$ cat src/rtl/crc32_pio_pkg.sv
package crc32_pio_pkg;

    localparam logic [31:0] CRC_POLY = 32'hEDB88320;
    localparam logic [31:0] CRC_SEED = 32'hFFFFFFFF;

    // Byte offsets of the register window
    localparam int OFS_CLEAR    = 8;
    localparam int OFS_BYTE     = 16;
    localparam int OFS_WORD_MSB = 24;
    localparam int OFS_WORD_LSB = 32;
    localparam int OFS_CRC      = 48;
    localparam int OFS_CTRL     = 56;

    typedef enum logic [2:0] {
        ACC_NONE,
        ACC_CLEAR,
        ACC_BYTE,
        ACC_WMSB,
        ACC_WLSB,
        ACC_CRC,
        ACC_CTRL
    } acc_e;

endpackage

$ cat src/rtl/crc32_byte_step.sv
module crc32_byte_step #(
    parameter int              CRC_W = 32,
    parameter logic [CRC_W-1:0] POLY = 32'hEDB88320
) (
    input  logic [CRC_W-1:0] crc_i,
    input  logic [7:0]       byte_i,
    output logic [CRC_W-1:0] crc_o
);

    localparam int BITS = 8;

    logic [CRC_W-1:0] stage [0:BITS];

    assign stage[0] = crc_i;

    // One reflected shift per data bit, LSB first
    for (genvar b = 0; b < BITS; b++) begin : g_bit
        assign stage[b+1] = (stage[b][0] ^ byte_i[b])
                          ? ((stage[b] >> 1) ^ POLY)
                          : (stage[b] >> 1);
    end

    assign crc_o = stage[BITS];

endmodule

$ cat src/rtl/crc32_word_fold.sv
module crc32_word_fold #(
    parameter int               CRC_W     = 32,
    parameter logic [CRC_W-1:0] POLY      = 32'hEDB88320,
    parameter int               DATA_W    = 32,
    parameter bit               MSB_FIRST = 1'b1
) (
    input  logic [CRC_W-1:0]  crc_i,
    input  logic [DATA_W-1:0] word_i,
    output logic [CRC_W-1:0]  crc_o
);

    localparam int LANES = DATA_W / 8;

    logic [CRC_W-1:0] chain [0:LANES];
    assign chain[0] = crc_i;

    for (genvar k = 0; k < LANES; k++) begin : g_lane
        localparam int LANE_IDX = MSB_FIRST ? (LANES - 1 - k) : k;
        crc32_byte_step #(
            .CRC_W (CRC_W),
            .POLY  (POLY)
        ) step_i (
            .crc_i  (chain[k]),
            .byte_i (word_i[LANE_IDX*8 +: 8]),
            .crc_o  (chain[k+1])
        );
    end

    assign crc_o = chain[LANES];

endmodule

$ cat src/rtl/crc32_addr_decode.sv
module crc32_addr_decode
    import crc32_pio_pkg::*;
#(
    parameter int ADDR_W = 8
) (
    input  logic [ADDR_W-1:0] addr_i,
    output acc_e              kind_o
);

    localparam int IDX_W = ADDR_W - 2;
    localparam logic [IDX_W-1:0] IDX_CLEAR = IDX_W'(OFS_CLEAR    >> 2);
    localparam logic [IDX_W-1:0] IDX_BYTE  = IDX_W'(OFS_BYTE     >> 2);
    localparam logic [IDX_W-1:0] IDX_WMSB  = IDX_W'(OFS_WORD_MSB >> 2);
    localparam logic [IDX_W-1:0] IDX_WLSB  = IDX_W'(OFS_WORD_LSB >> 2);
    localparam logic [IDX_W-1:0] IDX_CRC   = IDX_W'(OFS_CRC      >> 2);
    localparam logic [IDX_W-1:0] IDX_CTRL  = IDX_W'(OFS_CTRL     >> 2);

    logic [IDX_W-1:0] idx;
    logic             unused_low;

    assign idx        = addr_i[ADDR_W-1:2];
    assign unused_low = ^addr_i[1:0];

    always_comb begin
        kind_o = ACC_NONE;
        if      (idx == IDX_CLEAR) kind_o = ACC_CLEAR;
        else if (idx == IDX_BYTE)  kind_o = ACC_BYTE;
        else if (idx == IDX_WMSB)  kind_o = ACC_WMSB;
        else if (idx == IDX_WLSB)  kind_o = ACC_WLSB;
        else if (idx == IDX_CRC)   kind_o = ACC_CRC;
        else if (idx == IDX_CTRL)  kind_o = ACC_CTRL;
    end

endmodule

$ cat src/rtl/crc32_pio_slave.sv
module crc32_pio_slave
    import crc32_pio_pkg::*;
#(
    parameter int ADDR_W = 8,
    parameter int DATA_W = 32
) (
    input  logic              clk,
    input  logic              rst,
    input  logic [ADDR_W-1:0] bus_addr,
    input  logic              bus_wen,
    input  logic [DATA_W-1:0] bus_wdata,
    input  logic              bus_ren,
    output logic [DATA_W-1:0] bus_rdata
);

    localparam int CRC_W = 32;

    typedef struct packed {
        logic [CRC_W-1:0]  crc;
        logic [DATA_W-1:0] ctrl;
    } state_t;

    state_t state_d, state_q;
    acc_e   kind;

    logic [CRC_W-1:0] crc_byte, crc_wmsb, crc_wlsb;

    crc32_addr_decode #(.ADDR_W(ADDR_W)) dec_i (
        .addr_i (bus_addr),
        .kind_o (kind)
    );

    crc32_byte_step #(.CRC_W(CRC_W), .POLY(CRC_POLY)) byte_i (
        .crc_i  (state_q.crc),
        .byte_i (bus_wdata[7:0]),
        .crc_o  (crc_byte)
    );

    crc32_word_fold #(.CRC_W(CRC_W), .POLY(CRC_POLY), .DATA_W(DATA_W), .MSB_FIRST(1'b1)) wmsb_i (
        .crc_i  (state_q.crc),
        .word_i (bus_wdata),
        .crc_o  (crc_wmsb)
    );

    crc32_word_fold #(.CRC_W(CRC_W), .POLY(CRC_POLY), .DATA_W(DATA_W), .MSB_FIRST(1'b0)) wlsb_i (
        .crc_i  (state_q.crc),
        .word_i (bus_wdata),
        .crc_o  (crc_wlsb)
    );

    always_comb begin
        state_d = state_q;
        if (bus_wen) begin
            case (kind)
                ACC_CLEAR: state_d.crc  = CRC_SEED;
                ACC_BYTE:  state_d.crc  = crc_byte;
                ACC_WMSB:  state_d.crc  = crc_wmsb;
                ACC_WLSB:  state_d.crc  = crc_wlsb;
                ACC_CTRL:  state_d.ctrl = bus_wdata;
                default:   state_d      = state_q;
            endcase
        end
    end

    always_ff @(posedge clk) begin
        if (rst) begin
            state_q.crc  <= CRC_SEED;
            state_q.ctrl <= '0;
        end else begin
            state_q <= state_d;
        end
    end

    always_comb begin
        bus_rdata = '0;
        if (bus_ren) begin
            case (kind)
                ACC_CRC:  bus_rdata = DATA_W'(state_q.crc);
                ACC_CTRL: bus_rdata = state_q.ctrl;
                default:  bus_rdata = '0;
            endcase
        end
    end

    // clear register reloads the seed
    a_r2_clear_seed: assert property (@(posedge clk) disable iff (rst)
        (bus_wen && kind == ACC_CLEAR) |=> (state_q.crc == CRC_SEED));

    // control write lands in the register
    a_r6_ctrl_store: assert property (@(posedge clk) disable iff (rst)
        (bus_wen && kind == ACC_CTRL) |=> (state_q.ctrl == $past(bus_wdata)));

    // ignored writes leave all state alone
    a_r7_ignored_write: assert property (@(posedge clk) disable iff (rst)
        (bus_wen && (kind == ACC_NONE || kind == ACC_CRC))
        |=> ($stable(state_q.crc) && $stable(state_q.ctrl)));

    // write-only and unmapped offsets read as zero
    a_r8_read_zero: assert property (@(posedge clk) disable iff (rst)
        (bus_ren && kind != ACC_CRC && kind != ACC_CTRL) |-> (bus_rdata == '0));

    // no read strobe, no data
    a_r10_idle_bus: assert property (@(posedge clk) disable iff (rst)
        !bus_ren |-> (bus_rdata == '0));

    // accumulator holds without a write
    a_r7_hold_idle: assert property (@(posedge clk) disable iff (rst)
        !bus_wen |=> $stable(state_q.crc));

endmodule

$ cat config.mk
export PLATFORM = sky130hd
export DESIGN_NAME = crc32_pio_slave
export DESIGN_NICKNAME = d
export VERILOG_FILES = /design/src/rtl/crc32_pio_pkg.sv /design/src/rtl/crc32_byte_step.sv /design/src/rtl/crc32_word_fold.sv /design/src/rtl/crc32_addr_decode.sv /design/src/rtl/crc32_pio_slave.sv
export SDC_FILE = /design/constraint.sdc
export NUM_CORES = 1
export LEC_CHECK = 0
export BUFFER_PORTS_ARGS = -buffer_cell sky130_fd_sc_hd__buf_2
export CAP_MARGIN = 20
export CORE_MARGIN = 4
export CORE_UTILIZATION = 35
export DETAILED_ROUTE_END_ITERATION = 6
export SETUP_SLACK_MARGIN = 0.2
export SKIP_CTS_REPAIR_TIMING = 1
export SYNTH_ARGS = -nofsm -noshare
export SYNTH_HDL_FRONTEND = slang
export SYNTH_HIERARCHICAL = 1
export SYNTH_SLANG_ARGS = --single-unit
$ cat constraint.sdc
create_clock -name clk -period 7 [get_ports clk]
set_clock_uncertainty 0.15 [all_clocks]
set_input_delay 1.4 -clock clk [delete_from_list [all_inputs] [get_ports clk]]
set_output_delay 1.4 -clock clk [all_outputs]
set_load 0.005 [all_outputs]
==> impl_metrics.tcl <==
set metrics [dict create \
    status "complete, no violations" \
    grt_max_degree 71 \
    final_cell_mix "xnor2_1 (297), xnor3_1 (117), buf_4 (74)" \
    synth_fp_nets 1157 \
    cts_buffers 9 \
    drt-total-wl_um 39900 \
    grt_pass1_wl_um 58200 \
    ys_ff_latch 64 \
    ys_warn_count 6 \
    critPathRequiredTime_ps 7020 \
    worst-path-max-fanout 7 \
    final_hold_viol_count 0 \
    vias 8755 \
    cts_buffer_depth 2 \
    htreeDepth 3 \
    path_clk_slew_ps 70 \
    boundaryPins 76 \
    endpoint_kind "flip-flop" \
    syn_inst 1113 \
    post_drt_wl_per_cell_um 23.8 \
    tns_ps 0 \
    path_common_cell "xnor2_1" \
    worstSkewPairLatency_ps 340 \
    fin_crit_sh_pct 92.9 \
    cts_tree "yes" \
    max_freq_ghz 0.154 \
    drv_cap 0 \
    nNetsFinal 1260 \
    final-instance-count-excl-fill 1677 \
    ys_seq_area_share_pct 10.2 \
    path_cells "buf_2 > xnor2_2 > xnor2_1 > xnor2_1 > xnor2_1 > xnor2_1 > xnor2_1 > xnor2_2 > buf_4 > xnor2_1 > xnor2_1 > xnor2_2 > xnor2_2 > xor3_1 > or3b_2 > a21oi_1 > o311ai_1" \
    overflow 0 \
    gp_congestion 0.930 \
    cp_slowest_cell "xnor2_1" \
    hp-class "reg2reg" \
    setup-violations-final 0 \
    regMostFlops "state_q" \
    post-route-drc-count 0 \
    drtPass1Iterations 5 \
    critPathLaunchType "input pin" \
    synth_cell_types 35 \
    start_util_pct 35.9 \
    cpLargestDelayFamily "XOR/XNOR gates" \
    finish.instance_area_um2 14200 \
    dp_cells 1659 \
    crit_type "in2reg" \
    ant_nets 0 \
    largest_reg_flops 64 \
    hpwl_um 31300 \
    cts.sinks 64 \
    tightestPinTransition_ps 1010 \
    slowest_delay_ps 790 \
    die_x_um 197 \
    grt_usage_pct 20.2 \
    port_buffers 73 \
    rows 68 \
    drt_iter0_markers 849 \
    fin_util_pct 40.6 \
    via_per_inst 5.22 \
    final_common_cell "xnor2_1" \
    rrSetupSlack_ps 1090 \
    cp.arrival_ps 6530 \
    area_growth_syn_to_layout_pct 13.1 \
    drive_gt1_share_pct 28.1 \
    core-area_um2 34900 \
    syn_area_per_cell_um2 11.2 \
    drv_slew 0 \
    antenna_found_initial 0 \
    die_y_um 197 \
    die_area_um2 38800 \
    reg_top3 "state_q: 64 flops" \
    maxSlewHeadroom_pct 32.8 \
    period_needed_ps 6500 \
    clock_tree.root_cell "clkbuf_16" \
    rsz0062_at_grt "no" \
    dpl_cell_area_um2 13800 \
    grt_pass1_vias 8650 \
    syn_area_um2 12500 \
    crit_buf_inv 2 \
]
tightest hold or removal path, delay by kind of cell, from the launching register on:
kind,cells,cell delay (ps)
AND/OR/NAND/NOR,1,50
AO/OA/AOI/OAI,1,50
flip-flops,1,300
final cells by class:
class,count,area (um^2)
diodes,1,2.50
clock buffers,9,225
multi-input cells,980,10900
fillers,3353,20700
repair buffers,150,988
clock inverters,7,103
well taps,455,569
inverters,11,41.3
flip-flops and latches,64,1280
per-layer routing:
layer | GRT usage, % | up-vias | share of wire, %
li1 | - | 4044 | -
met1 | 28.3 | 4377 | 44
met2 | 34.0 | 289 | 48
met3 | 2.15 | 45 | 5.8
met4 | 4.26 | 0 | 2.0
met5 | 0 | - | 0
metrics by stage:
stage / setup WS (ps) / hold slack, ps
after floorplan: 466 / 286
final: 496 / 306
after CTS: 566 / 304
after global placement: 309 / 291
after detailed placement: 251 / 296
after global routing: 323 / 325
logic make-up after synthesis:
group	share of synthesized area, %
XOR/XNOR	68.8
AO/OA/AOI/OAI	8.79
buffers and inverters	2.37
flip-flops	10.2
AND/OR/NAND/NOR	9.83
path summary, 6_finish.rpt:
path,from,end,cells after the start
hold / removal,state_q[15]$_SDFFE_PP0P_,state_q[15]$_SDFFE_PP0P_,2
hold reg to reg,state_q[15]$_SDFFE_PP0P_,state_q[15]$_SDFFE_PP0P_,2
setup reg to reg,state_q[32]$_SDFFE_PP1P_,state_q[55]$_SDFFE_PP1P_,17
setup / recovery,bus_wdata[3],state_q[55]$_SDFFE_PP1P_,17
cell usage after synthesis:
cell type | n | share of area, %
a21boi_2 | 1 | 0.090
a21oi_1 | 64 | 2.6
a22oi_1 | 32 | 1.9
and3_1 | 2 | 0.10
and3b_1 | 2 | 0.14
and4b_1 | 1 | 0.080
buf_1 | 6 | 0.18
buf_2 | 12 | 0.48
buf_6 | 3 | 0.27
clkbuf_1 | 37 | 1.1
dfxtp_1 | 64 | 10
inv_1 | 11 | 0.33
nand2_1 | 64 | 1.9
nand2b_1 | 3 | 0.15
nand3b_1 | 2 | 0.12
nand4b_1 | 1 | 0.070
nor2_1 | 32 | 0.96
nor2b_1 | 32 | 1.6
nor3_1 | 1 | 0.040
nor3_2 | 1 | 0.080
o21a_1 | 1 | 0.060
o311ai_1 | 32 | 2.2
o31ai_1 | 32 | 1.9
or3_4 | 1 | 0.090
or3b_1 | 10 | 0.70
or3b_2 | 54 | 3.8
xnor2_1 | 297 | 21
xnor2_2 | 72 | 9.4
xnor2_4 | 9 | 2.0
xnor3_1 | 117 | 21
xnor3_2 | 9 | 1.7
xnor3_4 | 18 | 3.8
xor2_1 | 54 | 3.8
xor2_2 | 9 | 1.2
xor3_1 | 27 | 5.1
Power is left out: the tool's default activity adds up to more than one toggle a clock period on the data nets, which glitch-free logic cannot reach.
